$ cat config.mk
export PLATFORM = sky130hd
export DESIGN_NAME = virq_signal_ctrl
export DESIGN_NICKNAME = d
export VERILOG_FILES = /design/src/rtl/vsig_pkg.sv /design/src/rtl/vsig_pend.sv /design/src/rtl/vsig_elig.sv /design/src/rtl/vsig_pick.sv /design/src/rtl/virq_signal_ctrl.sv
export SDC_FILE = /design/constraint.sdc
export NUM_CORES = 1
export LEC_CHECK = 0
export BUFFER_PORTS_ARGS = -buffer_cell sky130_fd_sc_hd__buf_2
export CORE_MARGIN = 2
export CORE_UTILIZATION = 51
export CTS_BUF_LIST = sky130_fd_sc_hd__clkbuf_2
export DETAILED_ROUTE_END_ITERATION = 7
export MAX_ROUTING_LAYER = met4
export PLACE_DENSITY_LB_ADDON = 0.3
export SLEW_MARGIN = 0
export SYNTH_ARGS = -nofsm -noshare
export SYNTH_HDL_FRONTEND = slang
export SYNTH_SLANG_ARGS = --single-unit
$ cat constraint.sdc
create_clock -name clk -period 1.6 [get_ports clk]
set_input_delay 0.24 -clock clk [delete_from_list [all_inputs] [get_ports clk]]
set_output_delay 0.24 -clock clk [all_outputs]
set_load 0.1 [all_outputs]
$ cat src/rtl/vsig_pkg.sv
package vsig_pkg;
  localparam int NKIND = 3;
  localparam int NCAND = 2 * NKIND;
  typedef enum logic [1:0] {
    K_IRQ  = 2'd0,
    K_FIQ  = 2'd1,
    K_SERR = 2'd2
  } kind_e;
endpackage

$ cat src/rtl/vsig_pend.sv
module vsig_pend #(
  parameter int N = 3
) (
  input  logic         clk,
  input  logic         rst,
  input  logic [N-1:0] lvl_i,
  input  logic [N-1:0] clr_i,
  output logic [N-1:0] pend_o
);
  logic [N-1:0] prev_q;
  logic [N-1:0] pend_q;
  logic [N-1:0] rise;

  assign rise = lvl_i & ~prev_q;

  always_ff @(posedge clk) begin
    if (rst) begin
      prev_q <= '0;
      pend_q <= '0;
    end else begin
      prev_q <= lvl_i;
      pend_q <= lvl_i & (pend_q | rise) & ~clr_i;
    end
  end

  assign pend_o = pend_q;

  for (genvar k = 0; k < N; k++) begin : g_chk

    cleared_gone_chk: assert property (@(posedge clk) disable iff (rst)
      clr_i[k] |=> !pend_q[k]);

    drop_follows_source_chk: assert property (@(posedge clk) disable iff (rst)
      !lvl_i[k] |=> !pend_q[k]);
  end
endmodule

$ cat src/rtl/vsig_elig.sv
module vsig_elig
  import vsig_pkg::*;
#(
  parameter int EL_W   = 2,
  parameter int HYP_EL = 2
) (
  input  logic [EL_W-1:0]  cur_el_i,
  input  logic [NKIND-1:0] route_i,
  input  logic [NKIND-1:0] mask_i,
  input  logic [NKIND-1:0] pphys_i,
  input  logic [NKIND-1:0] pvirt_i,
  output logic [NCAND-1:0] cand_o
);
  logic guest;
  logic at_hyp;

  assign guest  = cur_el_i < EL_W'(HYP_EL);
  assign at_hyp = cur_el_i == EL_W'(HYP_EL);

  // Index 0..NKIND-1: routed physical, highest kind first.
  // Index NKIND..NCAND-1: EL1-targeted, highest kind first.
  for (genvar k = 0; k < NKIND; k++) begin : g_kind
    assign cand_o[NKIND-1-k] = pphys_i[k] & route_i[k] &
                               (guest | (at_hyp & ~mask_i[k]));
    assign cand_o[NCAND-1-k] = guest & ~mask_i[k] &
                               ((pvirt_i[k] & route_i[k]) | (pphys_i[k] & ~route_i[k]));
  end
endmodule

$ cat src/rtl/vsig_pick.sv
module vsig_pick #(
  parameter int N = 6
) (
  input  logic         clk,
  input  logic         rst,
  input  logic [N-1:0] cand_i,
  output logic [N-1:0] grant_o
);
  logic [N:0] blocked;

  assign blocked[0] = 1'b0;
  for (genvar c = 0; c < N; c++) begin : g_pri
    assign grant_o[c]   = cand_i[c] & ~blocked[c];
    assign blocked[c+1] = blocked[c] | cand_i[c];
  end


  single_grant_chk: assert property (@(posedge clk) disable iff (rst)
    $onehot0(grant_o));

  grant_needs_cand_chk: assert property (@(posedge clk) disable iff (rst)
    (cand_i != '0) |-> (grant_o != '0));
endmodule

$ cat src/rtl/virq_signal_ctrl.sv
module virq_signal_ctrl
  import vsig_pkg::*;
#(
  parameter int EL_W     = 2,
  parameter int HYP_EL   = 2,
  parameter int GUEST_EL = 1
) (
  input  logic            clk,
  input  logic            rst,
  input  logic [EL_W-1:0] cur_el_i,
  input  logic [2:0]      route_i,
  input  logic [2:0]      vctl_i,
  input  logic            vif_irq_i,
  input  logic            vif_fiq_i,
  input  logic [2:0]      phys_i,
  input  logic [2:0]      mask_i,
  output logic            take_o,
  output logic [1:0]      take_kind_o,
  output logic [EL_W-1:0] take_el_o,
  output logic            take_virt_o
);
  logic [NKIND-1:0] vif_vec;
  logic [NKIND-1:0] vlvl;
  logic [NKIND-1:0] pphys, pvirt;
  logic [NKIND-1:0] pclr, vclr;
  logic [NCAND-1:0] cand, grant;

  logic             nx_take;
  kind_e            nx_kind;
  logic [EL_W-1:0]  nx_el;
  logic             nx_virt;

  assign vif_vec = {1'b0, vif_fiq_i, vif_irq_i};
  assign vlvl    = route_i & (vctl_i | vif_vec);

  vsig_pend #(.N(NKIND)) i_phys_pend (
    .clk(clk), .rst(rst), .lvl_i(phys_i), .clr_i(pclr), .pend_o(pphys)
  );

  vsig_pend #(.N(NKIND)) i_virt_pend (
    .clk(clk), .rst(rst), .lvl_i(vlvl), .clr_i(vclr), .pend_o(pvirt)
  );

  vsig_elig #(.EL_W(EL_W), .HYP_EL(HYP_EL)) i_elig (
    .cur_el_i(cur_el_i), .route_i(route_i), .mask_i(mask_i),
    .pphys_i(pphys), .pvirt_i(pvirt), .cand_o(cand)
  );

  vsig_pick #(.N(NCAND)) i_pick (
    .clk(clk), .rst(rst), .cand_i(cand), .grant_o(grant)
  );

  for (genvar k = 0; k < NKIND; k++) begin : g_clr
    assign pclr[k] = grant[NKIND-1-k] | (grant[NCAND-1-k] & ~route_i[k]);
    assign vclr[k] = grant[NCAND-1-k] & route_i[k];
  end

  always_comb begin
    nx_take = 1'b0;
    nx_kind = K_IRQ;
    nx_el   = '0;
    nx_virt = 1'b0;
    for (int c = 0; c < NCAND; c++) begin
      if (grant[c]) begin
        nx_take = 1'b1;
        if (c < NKIND) begin
          nx_kind = kind_e'(NKIND - 1 - c);
          nx_el   = EL_W'(HYP_EL);
          nx_virt = 1'b0;
        end else begin
          nx_kind = kind_e'(NCAND - 1 - c);
          nx_el   = EL_W'(GUEST_EL);
          nx_virt = route_i[NCAND-1-c];
        end
      end
    end
  end

  always_ff @(posedge clk) begin
    if (rst) begin
      take_o      <= 1'b0;
      take_kind_o <= '0;
      take_el_o   <= '0;
      take_virt_o <= 1'b0;
    end else begin
      take_o      <= nx_take;
      take_kind_o <= nx_kind;
      take_el_o   <= nx_el;
      take_virt_o <= nx_virt;
    end
  end


  virt_below_hyp_chk: assert property (@(posedge clk) disable iff (rst)
    (take_o && take_virt_o) |-> ($past(cur_el_i) < EL_W'(HYP_EL)));

  hyp_target_routed_chk: assert property (@(posedge clk) disable iff (rst)
    (take_o && take_el_o == EL_W'(HYP_EL)) |->
      ((($past(route_i) >> take_kind_o) & 3'b001) == 3'b001));

  guest_unmasked_chk: assert property (@(posedge clk) disable iff (rst)
    (take_o && take_el_o == EL_W'(GUEST_EL)) |->
      ((($past(mask_i) >> take_kind_o) & 3'b001) == 3'b000));

  nothing_at_top_chk: assert property (@(posedge clk) disable iff (rst)
    ($past(cur_el_i) == '1) |-> !take_o);
endmodule

; ---- After elaboration in Yosys (flattened, before gate mapping)
; Index checks and enable logic that the tools add are counted.
[totals]
register_bits = 18
input_bits = 18
out_inout_bits = 6
word_cells = 104
[op_classes]
magnitude_cmp = 1
eq_ne = 1
mux = 19
bitwise_logic = 70
n_reduce_logical = 3
[ops]
columns = operator, count
row1 = AND 1 bit, 32
row2 = AND 3 bit, 7
row3 = two-way mux 1 bit, 13
row4 = OR 1 bit, 13
row5 = two-way mux 2 bit, 6
row6 = inverter 3 bit, 4
row7 = inverter 1 bit, 11
row8 = OR 3 bit, 2
row9 = OR reduction 4 bit, 1
row10 = OR 3 x 2 -> 3 bit, 1
row11 = OR reduction 3 bit, 1
row12 = == test 2 bit (second input constant), 1
row13 = < comparator 2 bit (second input constant), 1
row14 = OR reduction 2 bit, 1

; ---- Depth between registers and ports, before layout
[depth]
ltp_word = 14
depth_mapped = 5

; ---- Cells and area by module
; A second synthesis with hierarchy kept.
[unflattened]
cells_unflattened = 83
area_unflattened_um2 = 825.8
[by_module_without_submodules]
columns = mod, instances, cells_each, area_each_um2, seq_area_each_um2
row1 = vsig_pend, 2, 15, 195.2, 120.1
row2 = virq_signal_ctrl, 1, 34, 299.0, 120.1
row3 = vsig_elig, 1, 12, 78.8, 0.0
row4 = vsig_pick, 1, 7, 57.6, 0.0

; ---- Worst setup path before layout
; No wires, ideal clock.
[synth_path]
kind = register -> register
start = reg i_phys_pend.pend_q[0] (netlist: i_phys_pend.pend_o[0])
end = reg take_virt_o
t_arrival_ns = 1.298
t_required_ns = 1.512
setup_slack_ns = 0.214
path_stages_with_launch = 6
n_path_buf = 1
synth_period_minus_slack_ns = 1.386
path_cell_list = dfxtp_1 and2_1 a222oi_1 buf_4 nand4b_2 a311oi_2
[synth_via]
elab_chain_len = 8
word_cells_on_any_way = 17
classes_between = mux: 3 / bitwise: 14
[synth_rtl]
columns = item, line_no
row1 = from (decl), vsig_pend.sv:11  ; logic [N-1:0] pend_q;
row2 = from (signal assigned), vsig_pend.sv:22  ; pend_q <= lvl_i & (pend_q | rise) & ~clr_i;
row3 = AND 1 bit (2 in a row), vsig_elig.sv:23  ; assign cand_o[NKIND-1-k] = pphys_i[k] & route_i[k] &
row4 = OR 1 bit, vsig_pick.sv:14  ; assign blocked[c+1] = blocked[c] | cand_i[c];
row5 = inverter 1 bit or OR 1 bit (tied branches), "vsig_pick.sv:13, vsig_pick.sv:14"
row6 = "AND 1 bit, or another cell as far along", vsig_pick.sv:13  ; assign grant_o[c] = cand_i[c] & ~blocked[c];
row7 = "two-way mux 1 bit, or another cell as far along", virq_signal_ctrl.sv:64  ; if (grant[c]) begin
row8 = two-way mux 1 bit or AND 1 bit (tied branches), "virq_signal_ctrl.sv:64, vsig_pick.sv:13"
row9 = two-way mux 1 bit *, virq_signal_ctrl.sv:64
row10 = to (signal assigned), virq_signal_ctrl.sv:89  ; take_virt_o <= nx_virt;
row11 = to (decl), virq_signal_ctrl.sv:20  ; output logic take_virt_o
; Every way passes the cells marked *; elsewhere a longest branch is shown, timed or not.
; A chain may end at the register's enable or synchronous reset.

; ---- Final worst setup path
; Same ends and word-level chain as after synthesis.

==> flow_summary.yaml <==
min_path:
  hp-class: "input port to flop"
routing:
  via_count: 666
  drcViolationCount: 0
  drtIter0Drc: 18
  routedWlPerCell_um: 13.8
  dr.pass1.iters: 5
  maxUsedRoutingLayer: "met4"
  routed-wl-met2_um: 713
  wl_met1_um: 671
  dr_wl_met3_um: 171
  ant_nets: 0
  routed_wl_um: 1610
  viasPerCell: 5.69
critical_path:
  path_max_fanout: 10
  arrival_ns: 1.77
  startpoint_type: "flop"
  worstPathRequired_ns: 1.83
  crit_path_end_kind: "flop"
  crit_type: "flop to flop"
grt:
  grt_usage_pct: 20.2
  antenna_found_initial: 0
  grt_start_max_net_pins: 11
  grt_pass1_vias: 615
  grt-ovfl-total: 0
  grt_first_pass_wirelength_um: 2570
timing:
  setup-violations-final: 0
  finalCritPeriodShare_pct: 96.4
  finalCriticalPeriod_ns: 1.54
  grt_setup_unrepaired: "yes"
  worst_slew_pin_slew_ns: 0.486
  hold_viol: 0
  setup_tns_ns: 0
  slew_headroom_pct: 67.8
  max_freq_ghz: 0.648
  clock_skew_ns: 0.0222
  setup_ws_ns: 0.0576
  finalMaxSlewViolations: 0
clock_tree:
  cts.clk_slew.worst_paths_ns: 0.18
  clock_latency_ns: 0.32
  cts.sinks: 18
  cts_tree: "yes"
  cts_buffers: 3
  ctsLongestPathBuffers: 2
  h-tree-depth: 1
  clock-root-buffer: "clkbuf_2"
floorplan:
  dieArea_um2: 1780
  die_height_um: 42.2
  ios: 24
  initial_core_util_pct: 55.8
  coreArea_um2: 1330
  die_w_um: 42.2
  fp-row-count: 13
final_layout:
  fin_cells: 117
  layout_commonest_cell: "buf_2"
  num_antenna_cells: 0
  final_util_pct: 68.7
  drive_above_1_share_pct: 32.4
  final_cell_mix: "buf_2, dfxtp_1, and3_1, inv_1, nand2b_1"
  syn2layout_area_growth_pct: 23.0
  layout.nets: 121
yosys:
  yosysSeqAreaShare_pct: 48.4
  yosysTopAreaCellShare_pct: 48.4
  avgSynthCellArea_um2: 9.93
  yosysUniqueCellTypes: 29
  synth_top_area_cell: "dfxtp_1"
  yosys_register_bits: 18
  ys_warn_count: 0
  synth_area_leaders: "dfxtp_1, and3_1, nand2b_1, mux2i_1, o2111a_1"
  syn_nets: 93
  syn_area_um2: 744
  syn_inst: 75
placement:
  place_inst: 113
  dpl_worst_slack_ns: 0.0577
  place.detailed.hpwl_um: 1210
  place.gp.congestion: 0.880
  port_buffers: 23
pwr:
  p_leak_nw: 0.426
  power_density_nw_per_um2: 915
  peakVddDrop_mv: 0.655
job:
  max-cap-violations: 0
outcome:
  status: "complete, no violations"
stage by stage:
step	total power, W	instance area, µm²	hold slack, ns
floorplan	0.000595	744	0.392
global placement	0.000640	882	0.484
detailed placement	0.000644	882	0.491
CTS	0.000834	901	0.167
global route	0.000870	916	0.153
finish	0.000838	916	0.157
state kept, by name, indices dropped and copies added (netlist names):
| signal | count |
|---|---|
| i_phys_pend.pend_o | 3 |
| i_phys_pend.prev_q | 3 |
| i_virt_pend.pend_o | 3 |
| i_virt_pend.prev_q | 3 |
| take_el_o | 2 |
| take_kind_o | 2 |
| take_o | 1 |
| take_virt_o | 1 |
synthesized netlist by cell type:
cell type and instances:
and2_1 3, o21ai_1 2, and3_1 5, nor3_1 3
or2_2 1, a311oi_1 1, a222oi_1 1, o32a_1 1
nand3b_1 1, a211oi_1 2, and4_1 1, o211a_1 1
nand2b_1 5, inv_1 5, clkbuf_1 1, o2111a_1 2
nor2b_1 3, nor2_1 3, nand2_1 2, a311oi_2 1
o21a_1 1, o221a_1 1, nand4b_2 1, a22oi_1 1
nand3_1 3, dfxtp_1 18, mux2i_1 3, o21ai_0 2
buf_4 1
cell families after synthesis:
group                  Yosys count  share of synthesized area [%]
and+or+nand+nor                 31                           25.0
buffers and inverters            7                           4.03
muxes                            3                           4.03
AOI/OAI and AO/OA               16                           18.5
DFF                             18                           48.4
metal layers:
layer	track usage, %	vias up
met2	30.2	45
met3	6.03	11
met5	-	-
li1	-	330
met1	22.8	280
met4	14.4	0
path summary, 6_finish.rpt:
| check | endpoint | depth (start not counted) | slack [ns] | from |
|---|---|---|---|---|
| setup / recovery | take_virt_o | 5 | 0.06 | i_phys_pend.pend_o[0] |
| hold / removal | i_phys_pend.prev_q[1] | 2 | 0.16 | phys_i[1] |
| setup reg to reg | take_virt_o | 5 | 0.06 | i_phys_pend.pend_o[0] |
| hold reg to reg | i_phys_pend.pend_o[2] | 2 | 0.54 | i_phys_pend.prev_q[2] |
critical path, stage by stage, from the launching register on:
cell and delay (ns):
dfxtp_2 0.36, and2_1 0.16, a222oi_1 0.31, buf_4 0.23
nand4b_4 0.13, a311oi_2 0.26
final cells by class:
| class | instances | area, µm² |
|---|---|---|
| fillers | 112 | 418 |
| well taps | 15 | 18.8 |
| clock buffers | 3 | 15.0 |
| clock inverters | 1 | 3.75 |
| repair buffers | 25 | 130 |
| flip-flops and latches | 18 | 362 |
| inverters | 5 | 18.8 |
| multi-input cells | 50 | 368 |
report_power, final:
part           switching, W  total, W  internal (W)
registers        0.00000781  0.000480      0.000472
clock network      0.000145  0.000200     0.0000543
logic              0.000105  0.000159     0.0000540
total              0.000258  0.000838      0.000580
timing repair:
action / 4_1_cts / 5_1_grt
hold buffers: 0 / 0
gates resized for setup: 0 / 3
endpoints found under the setup margin: 0 / 3
buffers inserted: 0 / 0
No activity file was read; power rests on OpenSTA's default activity.
